--- src/rtl/dcs_pkg.sv ---
package dcs_pkg;
  typedef enum logic [1:0] {
    MODE_RUN  = 2'd0,
    MODE_HALT = 2'd1,
    MODE_WAKE = 2'd2
  } dcs_mode_e;
endpackage

--- src/rtl/dcs_sync.sv ---
module dcs_sync #(
  parameter int unsigned STAGES  = 2,
  parameter bit          RST_VAL = 1'b1
) (
  input  logic clk_i,
  input  logic rst_ni,
  input  logic d_i,
  output logic q_o
);
  logic [STAGES-1:0] sh_q;
  logic [STAGES-1:0] sh_d;

  always_comb begin
    sh_d = {sh_q[STAGES-2:0], d_i};
  end

  always_ff @(posedge clk_i or negedge rst_ni) begin
    if (!rst_ni) sh_q <= {STAGES{RST_VAL}};
    else         sh_q <= sh_d;
  end

  assign q_o = sh_q[STAGES-1];
endmodule

--- src/rtl/dcs_debounce.sv ---
module dcs_debounce (
  input  logic clk_i,
  input  logic rst_ni,
  input  logic edge_en_i,
  input  logic req_n_i,
  output logic stop_o
);
  logic samp_q, samp_d;
  logic stop_q, stop_d;

  always_comb begin
    samp_d = samp_q;
    stop_d = stop_q;
    if (edge_en_i) begin
      samp_d = req_n_i;
      if (req_n_i == samp_q) stop_d = ~req_n_i;
    end
  end

  always_ff @(posedge clk_i or negedge rst_ni) begin
    if (!rst_ni) begin
      samp_q <= 1'b1;
      stop_q <= 1'b0;
    end else begin
      samp_q <= samp_d;
      stop_q <= stop_d;
    end
  end

  assign stop_o = stop_q;
endmodule

--- src/rtl/dcs_wake_ctl.sv ---
module dcs_wake_ctl
  import dcs_pkg::*;
#(
  parameter int unsigned WAKE_PERIODS = 2
) (
  input  logic clk_i,
  input  logic rst_ni,
  input  logic edge_en_i,
  input  logic stop_i,
  output logic halt_o,
  output logic release_o
);
  localparam int unsigned CW = (WAKE_PERIODS > 1) ? $clog2(WAKE_PERIODS) : 1;
  localparam logic [CW-1:0] LAST = CW'(WAKE_PERIODS - 1);

  dcs_mode_e     mode_q, mode_d;
  logic [CW-1:0] cnt_q, cnt_d;
  logic          rel;

  always_comb begin
    mode_d = mode_q;
    cnt_d  = cnt_q;
    rel    = 1'b0;
    unique case (mode_q)
      MODE_RUN:  if (stop_i) mode_d = MODE_HALT;
      MODE_HALT: if (!stop_i) begin
                   mode_d = MODE_WAKE;
                   cnt_d  = '0;
                 end
      MODE_WAKE: if (stop_i) begin
                   mode_d = MODE_HALT;
                 end else if (edge_en_i) begin
                   if (cnt_q == LAST) begin
                     rel    = 1'b1;
                     mode_d = MODE_RUN;
                   end else begin
                     cnt_d = cnt_q + 1'b1;
                   end
                 end
      default:   mode_d = MODE_RUN;
    endcase
  end

  always_ff @(posedge clk_i or negedge rst_ni) begin
    if (!rst_ni) begin
      mode_q <= MODE_RUN;
      cnt_q  <= '0;
    end else begin
      mode_q <= mode_d;
      cnt_q  <= cnt_d;
    end
  end

  assign halt_o    = (mode_q == MODE_HALT);
  assign release_o = rel;
endmodule

--- src/rtl/dcs_lane.sv ---
module dcs_lane (
  input  logic clk_i,
  input  logic rst_ni,
  input  logic ph_i,
  input  logic stoppable_i,
  input  logic halt_i,
  input  logic release_i,
  input  logic tristate_i,
  output logic t_o,
  output logic c_o,
  output logic oe_t_o,
  output logic oe_c_o
);
  logic run_q, run_d;
  logic rise_edge;

  assign rise_edge = ~ph_i;

  always_comb begin
    run_d = run_q;
    if (run_q && halt_i && stoppable_i && rise_edge) run_d = 1'b0;
    else if (!run_q && release_i)                    run_d = 1'b1;
  end

  always_ff @(posedge clk_i or negedge rst_ni) begin
    if (!rst_ni) run_q <= 1'b1;
    else         run_q <= run_d;
  end

  always_comb begin
    if (run_q) begin
      t_o = ph_i;   c_o = ~ph_i; oe_t_o = 1'b1; oe_c_o = 1'b1;
    end else if (halt_i && tristate_i) begin
      t_o = 1'b0;   c_o = 1'b0;  oe_t_o = 1'b0; oe_c_o = 1'b0;
    end else begin
      t_o = 1'b1;   c_o = 1'b0;  oe_t_o = 1'b1; oe_c_o = 1'b0;
    end
  end
endmodule

--- src/rtl/dcs_clkstop_top.sv ---
module dcs_clkstop_top #(
  parameter int unsigned NCH          = 4,
  parameter int unsigned SYNC_STAGES  = 2,
  parameter int unsigned WAKE_PERIODS = 2
) (
  input  logic           clk_i,
  input  logic           rst_ni,
  input  logic           stop_ni,
  input  logic [NCH-1:0] stoppable_i,
  input  logic           tristate_i,
  output logic [NCH-1:0] clk_t_o,
  output logic [NCH-1:0] clk_c_o,
  output logic [NCH-1:0] oe_t_o,
  output logic [NCH-1:0] oe_c_o
);
  logic rst_meta_q, rst_q;
  logic ph_q, ph_d;
  logic stop_sync_n;
  logic stop_db;
  logic halt, release_all;

  always_ff @(posedge clk_i or negedge rst_ni) begin
    if (!rst_ni) begin
      rst_meta_q <= 1'b0;
      rst_q      <= 1'b0;
    end else begin
      rst_meta_q <= 1'b1;
      rst_q      <= rst_meta_q;
    end
  end

  assign ph_d = ~ph_q;

  always_ff @(posedge clk_i or negedge rst_q) begin
    if (!rst_q) ph_q <= 1'b0;
    else        ph_q <= ph_d;
  end

  dcs_sync #(.STAGES(SYNC_STAGES), .RST_VAL(1'b1)) u_sync (
    .clk_i(clk_i), .rst_ni(rst_q), .d_i(stop_ni), .q_o(stop_sync_n)
  );

  dcs_debounce u_deb (
    .clk_i(clk_i), .rst_ni(rst_q), .edge_en_i(ph_q),
    .req_n_i(stop_sync_n), .stop_o(stop_db)
  );

  dcs_wake_ctl #(.WAKE_PERIODS(WAKE_PERIODS)) u_wake (
    .clk_i(clk_i), .rst_ni(rst_q), .edge_en_i(ph_q), .stop_i(stop_db),
    .halt_o(halt), .release_o(release_all)
  );

  for (genvar g = 0; g < NCH; g++) begin : g_lane
    dcs_lane u_lane (
      .clk_i(clk_i), .rst_ni(rst_q), .ph_i(ph_q),
      .stoppable_i(stoppable_i[g]), .halt_i(halt), .release_i(release_all),
      .tristate_i(tristate_i),
      .t_o(clk_t_o[g]), .c_o(clk_c_o[g]), .oe_t_o(oe_t_o[g]), .oe_c_o(oe_c_o[g])
    );
  end
endmodule

--- config.mk ---
export PLATFORM = sky130hd
export DESIGN_NAME = dcs_clkstop_top
export DESIGN_NICKNAME = d
export VERILOG_FILES = /design/src/rtl/dcs_pkg.sv /design/src/rtl/dcs_sync.sv /design/src/rtl/dcs_debounce.sv /design/src/rtl/dcs_wake_ctl.sv /design/src/rtl/dcs_lane.sv /design/src/rtl/dcs_clkstop_top.sv
export SDC_FILE = /design/constraint.sdc
export NUM_CORES = 1
export LEC_CHECK = 0
export BUFFER_PORTS_ARGS = -buffer_cell sky130_fd_sc_hd__buf_4
export CORE_ASPECT_RATIO = 1.1
export CORE_MARGIN = 8
export CORE_UTILIZATION = 35
export CTS_CLUSTER_DIAMETER = 30
export DETAILED_ROUTE_END_ITERATION = 10
export PLACE_DENSITY = 0.62
export SKIP_CTS_REPAIR_TIMING = 1
export SLEW_MARGIN = 15
export SYNTH_ARGS = -nofsm -noshare
export SYNTH_HDL_FRONTEND = slang
export SYNTH_SLANG_ARGS = --single-unit
--- constraint.sdc ---
create_clock -name clk_i -period 1.2 [get_ports clk_i]
set_clock_uncertainty 0.2 [all_clocks]
set_input_delay 0.12 -clock clk_i [delete_from_list [all_inputs] [get_ports clk_i]]
set_output_delay 0.12 -clock clk_i [all_outputs]
set_load 0.01 [all_outputs]
==> results of run 1 <==
-- layout make-up --
class	count	area, um2	area share
repair buffers	44	408	0.365
flip-flops and latches	14	362	0.323
multi-input cells	38	265	0.237
well taps	28	35.0	0.0313
clock buffers	4	26.3	0.0235
inverters	6	22.5	0.0201
-- power groups by stage --
stage / Clock, W / Combinational [W] / Sequential [W]
after CTS: 0.000281 / 0.000221 / 0.000524
after global placement: 0 / 0.000217 / 0.000531
after detailed placement: 0 / 0.000220 / 0.000532
final: 0.000273 / 0.000245 / 0.000525
after global routing: 0.000300 / 0.000269 / 0.000528
after floorplan: 0 / 0.000164 / 0.000533
-- Yosys cell counts --
cell type | instances | area, um2
inv_1 | 6 | 22.5
a21o_1 | 4 | 30.0
or2b_1 | 1 | 7.51
nor4b_4 | 1 | 23.8
dfrtp_1 | 7 | 175
a21oi_1 | 3 | 15.0
o21ai_0 | 3 | 15.0
nand3b_1 | 2 | 15.0
nand2_1 | 6 | 22.5
nor2b_1 | 4 | 25.0
nor3b_4 | 1 | 18.8
nor2_1 | 10 | 37.5
conb_1 | 1 | 3.75
o22ai_1 | 1 | 6.26
a21boi_0 | 1 | 7.51
dfstp_2 | 7 | 184
buf_4 | 16 | 120
buf_2 | 1 | 5.00
-- how the worst min path moves through the flow --
stage	from	slack [ps]	to	cells after the start
after floorplan	rst_ni	-380	rst_meta_q	0
after global placement	rst_ni	-300	rst_meta_q	1
after detailed placement	rst_ni	-300	rst_meta_q	1
after CTS	rst_ni	-610	rst_meta_q	1
after global routing	rst_q	40	u_wake.cnt_q	0
final	rst_q	-10	u_wake.cnt_q	0
-- worst max-delay path, stage by stage, from the launching register on --
cell and delay (ps):
dfrtp_1 390, nand3b_1 220, nor2_1 180, inv_1 70, buf_4 140
-- kinds of logic (layout without fill, tap and decap cells) --
| group | Yosys count | after routing | share of synthesized area |
|---|---|---|---|
| AND/OR/NAND/NOR | 25 | 25 | 0.204 |
| buffers and inverters | 23 | 54 | 0.201 |
| flip-flops | 14 | 14 | 0.489 |
| AO/OA/AOI/OAI | 12 | 12 | 0.101 |
| other | 1 | 1 | 0.00511 |
-- through the flow --
stage / TNS (ps) / worst slack, ps / power (W)
final: -5270 / -394 / 0.00104
after floorplan: -640 / -83.2 / 0.000698
after detailed placement: -1310 / -118 / 0.000753
after global placement: -912 / -86.2 / 0.000748
after global routing: -6550 / -492 / 0.00110
after CTS: -5690 / -422 / 0.00103
-- routing by layer --
| layer | part of all wire | GRT usage | up-vias |
|---|---|---|---|
| met5 | 0 | 0 | - |
| met4 | 0.015 | 0.0448 | 0 |
| met3 | 0.097 | 0.0440 | 3 |
| met2 | 0.48 | 0.121 | 23 |
| met1 | 0.41 | 0.0667 | 245 |
| li1 | - | - | 281 |
-- cell usage in the layout (no fill, tap or decap), types with 3 or more instances in the layout --
master and count:
a21o_1 4, clkbuf_4 3, nor2b_4 4, dfstp_2 7, nor2_1 10, buf_4 21, dlygate4sd3_1 7, buf_6 16
dfrtp_1 5, nand2_1 5, a21oi_1 3, inv_1 6
==> impl_results.md, run 1 <==
- Reg2reg setup slack: -240 ps
- Sink Count: 14
- Post-synthesis sequential area ratio: 0.489
- CP arrival: 1270 ps
- DRT antenna net count: 0
- DP Area: 900 um2
- First drt pass iteration count: 2
- CP endpoint kind: output port
- R2r startpoint: ph_q
- Static Leak: 0.566 nW
- Int Pwr: 0.000769 W
- Initial DRC count: 2
- Final Hold Fails: 5
- Synth Warn #: 0
- Startpoint types: flip-flop
- GP Congestion: 0.756
- Syn_area_per_cell: 9.79 um2
- Power share of the sequential group: 0.503
- Reg with most FFs: g_lane.u_lane.run_q
- Final setup viols: 22
- Run status: finished, violations left
- Final worst path period share: 1.33
- Flops & latches, synth: 14
- Number of distinct library cells after synthesis: 18
- First-pass GRT wire length: 2170 um
- Hpwl dp: 1120 um
- Worst-path maximum fanout: 4
- Clock-pin transition on the worst setup and hold timing paths: 80 ps
- Cells on worst reg2reg path: 5
- Reg2reg end: g_lane[0].u_lane.run_q
- Sw frac: 0.263
- GRT overflow: 0
- Clk network pwr share: 0.262
- Total CTS buffers: 3
- Final WL: 1510 um
- Chip width: 59.7 um
- Net switching power: 0.000275 W
- Layout fillers: 188
- Vias in the first global route: 503
- Critical Path End: oe_t_o[0]
- Net Count, Synth: 83
- Site row count: 17
- Area growth from synthesis to layout: 52.3%
- Latest clock arrival within the worst-skew pair: 280 ps
- Share of layout cells above drive strength 1: 0.528
- Setup Crit Path Kind: reg -> out
- Max IR drop VDD: 643 uV
- Routed length per placed instance: 11.3 um
- Final #Nets: 115
- ANT cells: 0
- Via count: 552
- Root Buffer: clkbuf_4
- Largest net degree at the start of global routing: 13
- # IOs: 24
- Beginning of the critical path: u_wake.mode_q[1]
- Worst setup margin: -394 ps
- Non-filler cells, final: 134
- Fin. max-slew vios: 0
- Core Area: 2000 um2
- Initial antenna violation count: 0
- Combinational share of power: 0.235
- Synthesized cell area: 734 um2
- Util after Layout: 0.559
- Max Freq: 627 MHz
- TritonCTS clock tree: done
- Cell count after placement: 120
- Failing checks: hold timing, setup timing
- RSZ-0062 raised after global routing: yes
- Clock buffer depth: 2
- DRC errors left: 0
- H-tree Lvls: 1
- Final instance area: 1120 um2
- Crit path required time: 880 ps
- Power per cell area: 933 nW/um2
- Tmin final: 1590 ps
- # port buffers: 23
- Die span in y: 64.0 um
- Via/cell ratio: 4.12
- GRT Overall Usage: 0.0736
- Initial Util: 0.367
- Max reg flops: 4
- Min-delay worst type: reg -> async
- Synthesized instance count: 75
- Die Area: 3820 um2
- Worst hold slack: -10.2 ps
- Max_cap viols: 0
- Largest regs: g_lane.u_lane.run_q x4, u_sync.sh_q x2, u_wake.mode_q x2
(Power assumes the default switching activity.)
==> run 2, diff against run 1 <==
Settings changed: CORE_ASPECT_RATIO 1.1 to 1.25, HOLD_SLACK_MARGIN set to 0.08.
==> impl_results.md, run 2 (synthesis gave the netlist of run 1 again) <==
- Run status: finished, violations left (unchanged)
- Failing checks: hold timing, setup timing (unchanged)
- Via/cell ratio: 4.58 (was 4.12)
- CP arrival: 1240 ps (was 1270 ps)
- Kind of cell with the highest combined delay on the critical path: simple AND/OR/NAND/NOR gates (unchanged)
- Worst-path maximum fanout: 4 (unchanged)
- CP endpoint kind: output port (unchanged)
- Tmin final: 1560 ps (was 1590 ps)
- Root Buffer: clkbuf_4 (unchanged)
- Largest regs: g_lane.u_lane.run_q x4, u_sync.sh_q x2, u_wake.mode_q x2 (unchanged)
- Area growth from synthesis to layout: 48.9% (was 52.3%)
- Commonest non-fill, non-tap cell in the layout: buf_4 (unchanged)
- Routed length per placed instance: 12.6 um (was 11.3 um)
- Clock buffer depth: 2 (unchanged)
- Fin. max-slew vios: 0 (unchanged)
- ANT cells: 0 (unchanged)
- Power share of the sequential group: 0.476 (was 0.503)
- Initial Util: 0.371 (was 0.367)
- TritonCTS clock tree: done (unchanged)
- Beginning of the critical path: u_wake.mode_q[1] (unchanged)
- Site row count: 18 (was 17)
- Worst hold slack: -6.12 ps (was -10.2 ps)
- Core Area: 1980 um2 (was 2000 um2)
- Power per cell area: 1010 nW/um2 (was 933 nW/um2)
- Initial antenna violation count: 0 (unchanged)
- DRT antenna net count: 0 (unchanged)
- Crit path required time: 880 ps (about the same)
- DRC errors left: 0 (unchanged)
- Latest clock arrival within the worst-skew pair: 270 ps (was 280 ps)
- Final worst path period share: 1.30 (was 1.33)
- Static Leak: 0.543 nW (was 0.566 nW)
- Reg with most FFs: g_lane.u_lane.run_q (unchanged)
- CP max-delay cell: dfrtp_1 (unchanged)
- Chip width: 57.0 um (was 59.7 um)
- Max reg flops: 4 (unchanged)
- Final setup viols: 21 (was 22)
- GRT Overall Usage: 0.0801 (was 0.0736)
- Die Area: 3830 um2 (was 3820 um2)
- RSZ-0062 raised after global routing: yes (unchanged)
- Largest net degree at the start of global routing: 13 (unchanged)
- Clk network pwr share: 0.299 (was 0.262)
- Final instance area: 1090 um2 (was 1120 um2)
- Vias in the first global route: 541 (was 503)
- Min-delay worst type: reg -> async (unchanged)
- Sw frac: 0.252 (was 0.263)
- Final Hold Fails: 5 (unchanged)
- Most frequent cells in the layout: buf_4, buf_6, nor2_1 (unchanged)
- Int Pwr: 0.000823 W (was 0.000769 W)
- First drt pass iteration count: 2 (unchanged)
- Startpoint types: flip-flop (unchanged)
- Hpwl dp: 1210 um (was 1120 um)
- Most numerous cell on the critical path: nor2_1
- Cell chain of the critical path: nand3b_1, nor2_1, nor2_1, buf_4 (was nand3b_1, nor2_1, inv_1, buf_4)
- R2r startpoint: u_wake.mode_q[1] (was ph_q)
- Final WL: 1550 um (was 1510 um)
- DP Area: 882 um2 (was 900 um2)
- Initial DRC count: 2 (unchanged)
- Die span in y: 67.2 um (was 64.0 um)
- # port buffers: 23 (unchanged)
- GP Congestion: 0.723 (was 0.756)
- Max_cap viols: 0 (unchanged)
- Crit path buf inv count: 1 (was 2)
- Total CTS buffers: 3 (unchanged)
- Max Freq: 640 MHz (was 627 MHz)
- Worst setup margin: -362 ps (was -394 ps)
- Setup Crit Path Kind: reg -> out (unchanged)
- Share of layout cells above drive strength 1: 0.553 (was 0.528)
- GRT overflow: 0 (unchanged)
- Non-filler cells, final: 123 (was 134)
- First-pass GRT wire length: 2500 um (was 2170 um)
- Cell count after placement: 111 (was 120)
- Sink Count: 14 (unchanged)
- Net switching power: 0.000278 W (was 0.000275 W)
- Area occupied by multi-input gates: 272 um2 (was 265 um2)
- FF/Latch Area: 362 um2 (unchanged)
- Worst path max stage delay: 380 ps (was 390 ps)
- Max IR drop VDD: 635 uV (was 643 uV)
- H-tree Lvls: 1 (unchanged)
- Layout fillers: 186 (was 188)
- Final #Nets: 112 (was 115)
- Via count: 563 (was 552)
- Combinational share of power: 0.225 (was 0.235)
- TNS Setup: -4370 ps (was -5270 ps)
- Clock-pin transition on the worst setup and hold timing paths: 80 ps (about the same)
- # IOs: 24 (unchanged)
[run 2: cell count changes in the layout (fill, tap and decap cells not counted), sizes merged]
| cell | before | now |
|---|---|---|
| buf | 37 | 34 |
[run 2: power groups by stage]
stage | clock network (W) | registers [W] | logic [W]
final | 0.000329 | 0.000524 | 0.000248
after global routing | 0.000370 | 0.000529 | 0.000275
after CTS | 0.000348 | 0.000524 | 0.000223
after detailed placement | 0 | 0.000532 | 0.000222
after global placement | 0 | 0.000530 | 0.000220
after floorplan | 0 | 0.000533 | 0.000164
[run 2: path summary, 6_finish.rpt]
path	end	slack, ps	depth (start not counted)
max	clk_t_o[2]	-360	4
min reg2reg	u_wake.mode_q[1]	-6	0
min	u_wake.mode_q[1]	-6	0
max reg2reg	g_lane[0].u_lane.run_q	-80	4
max in group asynchronous	rst_meta_q	200	3
min in group clk_i	u_sync.sh_q[1]	160	0
[run 2: area by class of cell]
type / count / share of cell area
multi-input combinational: 38 / 0.248
tap: 20 / 0.0229
timing repair buffer: 41 / 0.342
inverter: 6 / 0.0229
sequential: 14 / 0.331
clock buffer: 4 / 0.0332
[run 2: stage by stage]
stage,utilization,setup slack [ps],total power [W],hold slack (ps)
after floorplan,-,-83.2,0.000698,-376
after global placement,0.445,-98.8,0.000750,-297
after detailed placement,0.445,-125,0.000755,-297
after global routing,0.552,-472,0.00117,42.3
after CTS,0.463,-438,0.00109,-607
final,0.552,-362,0.00110,-6.12
[run 2: layer usage]
layer	GRT usage	part of all wire
met2	0.132	0.51
met5	0	0
met4	0.0529	0.019
met3	0.0319	0.085
met1	0.0835	0.39
[run 2: worst register-to-register path: cells and delay by family (launching register included)]
| family | cells | cell delay, ps |
|---|---|---|
| and+or+nand+nor | 2 | 310 |
| DFF | 1 | 380 |
| buffers and inverters | 1 | 150 |
| AOI/OAI and AO/OA | 1 | 180 |
==> run 3, diff against run 2 <==
Settings changed: SETUP_SLACK_MARGIN set to 0.1.
==> impl_results.md, run 3 (synthesis gave the netlist of run 1 again) <==
- DRC errors left: 0 (unchanged)
- Site row count: 18 (unchanged)
- Hpwl dp: 1080 um (was 1210 um)
- Clock-pin transition on the worst setup and hold timing paths: 90 ps (was 80 ps)
- Largest regs: g_lane.u_lane.run_q x4, u_sync.sh_q x2, u_wake.mode_q x2 (unchanged)
- Via count: 549 (was 563)
- Power share of the sequential group: 0.469 (was 0.476)
- Final #Nets: 110 (was 112)
- Max reg flops: 4 (unchanged)
- Max IR drop VDD: 648 uV (was 635 uV)
- CP endpoint kind: output port (unchanged)
- Initial Util: 0.371 (unchanged)
- Root Buffer: clkbuf_4 (unchanged)
- Worst hold slack: -5.72 ps (was -6.12 ps)
- Initial DRC count: 30 (was 2)
- Chip width: 57.0 um (unchanged)
- Largest net degree at the start of global routing: 13 (unchanged)
- CP arrival: 1270 ps (was 1240 ps)
- Routed length per placed instance: 12.1 um (was 12.6 um)
- Most numerous cell on the critical path: nor2_1 (unchanged)
- Worst path max stage delay: 370 ps (was 380 ps)
- Die span in y: 67.2 um (unchanged)
- R2r startpoint: ph_q (was u_wake.mode_q[1])
- RSZ-0062 raised after global routing: yes (unchanged)
- # port buffers: 23 (unchanged)
- Commonest non-fill, non-tap cell in the layout: buf_4 (unchanged)
- Fin. max-slew vios: 0 (unchanged)
- Share of layout cells above drive strength 1: 0.564 (was 0.553)
- H-tree Lvls: 1 (unchanged)
- Crit path required time: 880 ps (about the same)
- GP Congestion: 0.730 (was 0.723)
- Cell chain of the critical path: nand3b_1, nor2_1, nor2_1, buf_4 (unchanged)
- Tmin final: 1590 ps (was 1560 ps)
- Latest clock arrival within the worst-skew pair: 280 ps (was 270 ps)
- Sw frac: 0.258 (was 0.252)
- Final instance area: 1090 um2 (about the same)
- Run status: finished, violations left (unchanged)
- Setup Crit Path Kind: reg -> out (unchanged)
- Power per cell area: 1020 nW/um2 (was 1010 nW/um2)
- Min-delay worst type: reg -> async (unchanged)
- # IOs: 24 (unchanged)
- Max_cap viols: 0 (unchanged)
- Net switching power: 0.000285 W (was 0.000278 W)
- Reg2reg setup slack: -90 ps (was -80 ps)
- Total CTS buffers: 3 (unchanged)
- Reg2reg end: g_lane[1].u_lane.run_q (was g_lane[0].u_lane.run_q)
- Final worst path period share: 1.33 (was 1.30)
- ANT cells: 0 (unchanged)
- Cells on worst reg2reg path: 3 (was 4)
- Worst-path maximum fanout: 4 (unchanged)
- Max Freq: 628 MHz (was 640 MHz)
- Final Hold Fails: 5 (unchanged)
- DRT antenna net count: 0 (unchanged)
- Worst setup margin: -393 ps (was -362 ps)
- Failing checks: hold timing, setup timing (unchanged)
- Clock buffer depth: 2 (unchanged)
- Via/cell ratio: 4.54 (was 4.58)
- Sink Count: 14 (unchanged)
- DP Area: 862 um2 (was 882 um2)
- First-pass GRT wire length: 2330 um (was 2500 um)
- Clk network pwr share: 0.306 (was 0.299)
- Core Area: 1980 um2 (unchanged)
- TritonCTS clock tree: done (unchanged)
- CP max-delay cell: dfrtp_1 (unchanged)
- First drt pass iteration count: 4 (was 2)
- Pre-CTS setup slack: -107 ps (was -125 ps)
- Final setup viols: 22 (was 21)
- Most frequent cells in the layout: buf_4, buf_6, nor2_1 (unchanged)
- Area growth from synthesis to layout: 48.2% (was 48.9%)
- Startpoint types: flip-flop (unchanged)
- Int Pwr: 0.000820 W (was 0.000823 W)
- Vias in the first global route: 541 (unchanged)
- Die Area: 3830 um2 (unchanged)
- Initial antenna violation count: 0 (unchanged)
- Beginning of the critical path: u_wake.mode_q[1] (unchanged)
- TNS Setup: -4780 ps (was -4370 ps)
- Static Leak: 0.548 nW (was 0.543 nW)
- Critical Path End: clk_t_o[1] (was clk_t_o[2])
- GRT Overall Usage: 0.0746 (was 0.0801)
- Reg with most FFs: g_lane.u_lane.run_q (unchanged)
- GRT overflow: 0 (unchanged)
- Combinational share of power: 0.225 (about the same)
- Final WL: 1460 um (was 1550 um)
## run 3: critical path, delay by kind of cell (launching register included)
family                 cells  cell delay [ps]
AND/OR/NAND/NOR            3              490
buffers and inverters      1              140
flip-flops                 1              370
## run 3: power by group through the flow
stage               combinational [W]  clock [W]  sequential (W)
finish                       0.000249   0.000338        0.000518
global route                 0.000277   0.000365        0.000522
CTS                          0.000222   0.000352        0.000518
detailed placement           0.000221          0        0.000527
global placement             0.000218          0        0.000525
floorplan                    0.000164          0        0.000533
## run 3: through the flow
stage	total power [W]	hold slack [ps]	utilization	instances
floorplan	0.000698	-376	-	75
global placement	0.000744	-298	0.435	107
detailed placement	0.000748	-297	0.435	107
CTS	0.00109	-599	0.453	111
global route	0.00116	48.0	0.549	121
finish	0.00111	-5.72	0.549	121
## run 3: metal layers
metal,track usage,up-vias,wire length [um],part of all wire
met2,0.126,21,753,0.52
met3,0.0356,4,152,0.10
met5,0,-,0,0
met1,0.0767,254,535,0.37
met4,0.0353,0,20,0.014
li1,-,270,-,-
## run 3: cell type report
class	instances	area, um2
repair buffers	39	363
flip-flops and latches	14	360
clock buffers	4	36.3
well taps	20	25.0
inverters	6	22.5
fillers	176	893
multi-input cells	38	282
## run 3: worst min-delay path by stage
stage | end | slack, ps | cells after the start
finish | ph_q | -6 | 0
global route | u_deb.stop_o | 50 | 0
CTS | rst_meta_q | -600 | 1
detailed placement | rst_q | -300 | 1
global placement | rst_meta_q | -300 | 1
floorplan | rst_meta_q | -380 | 0
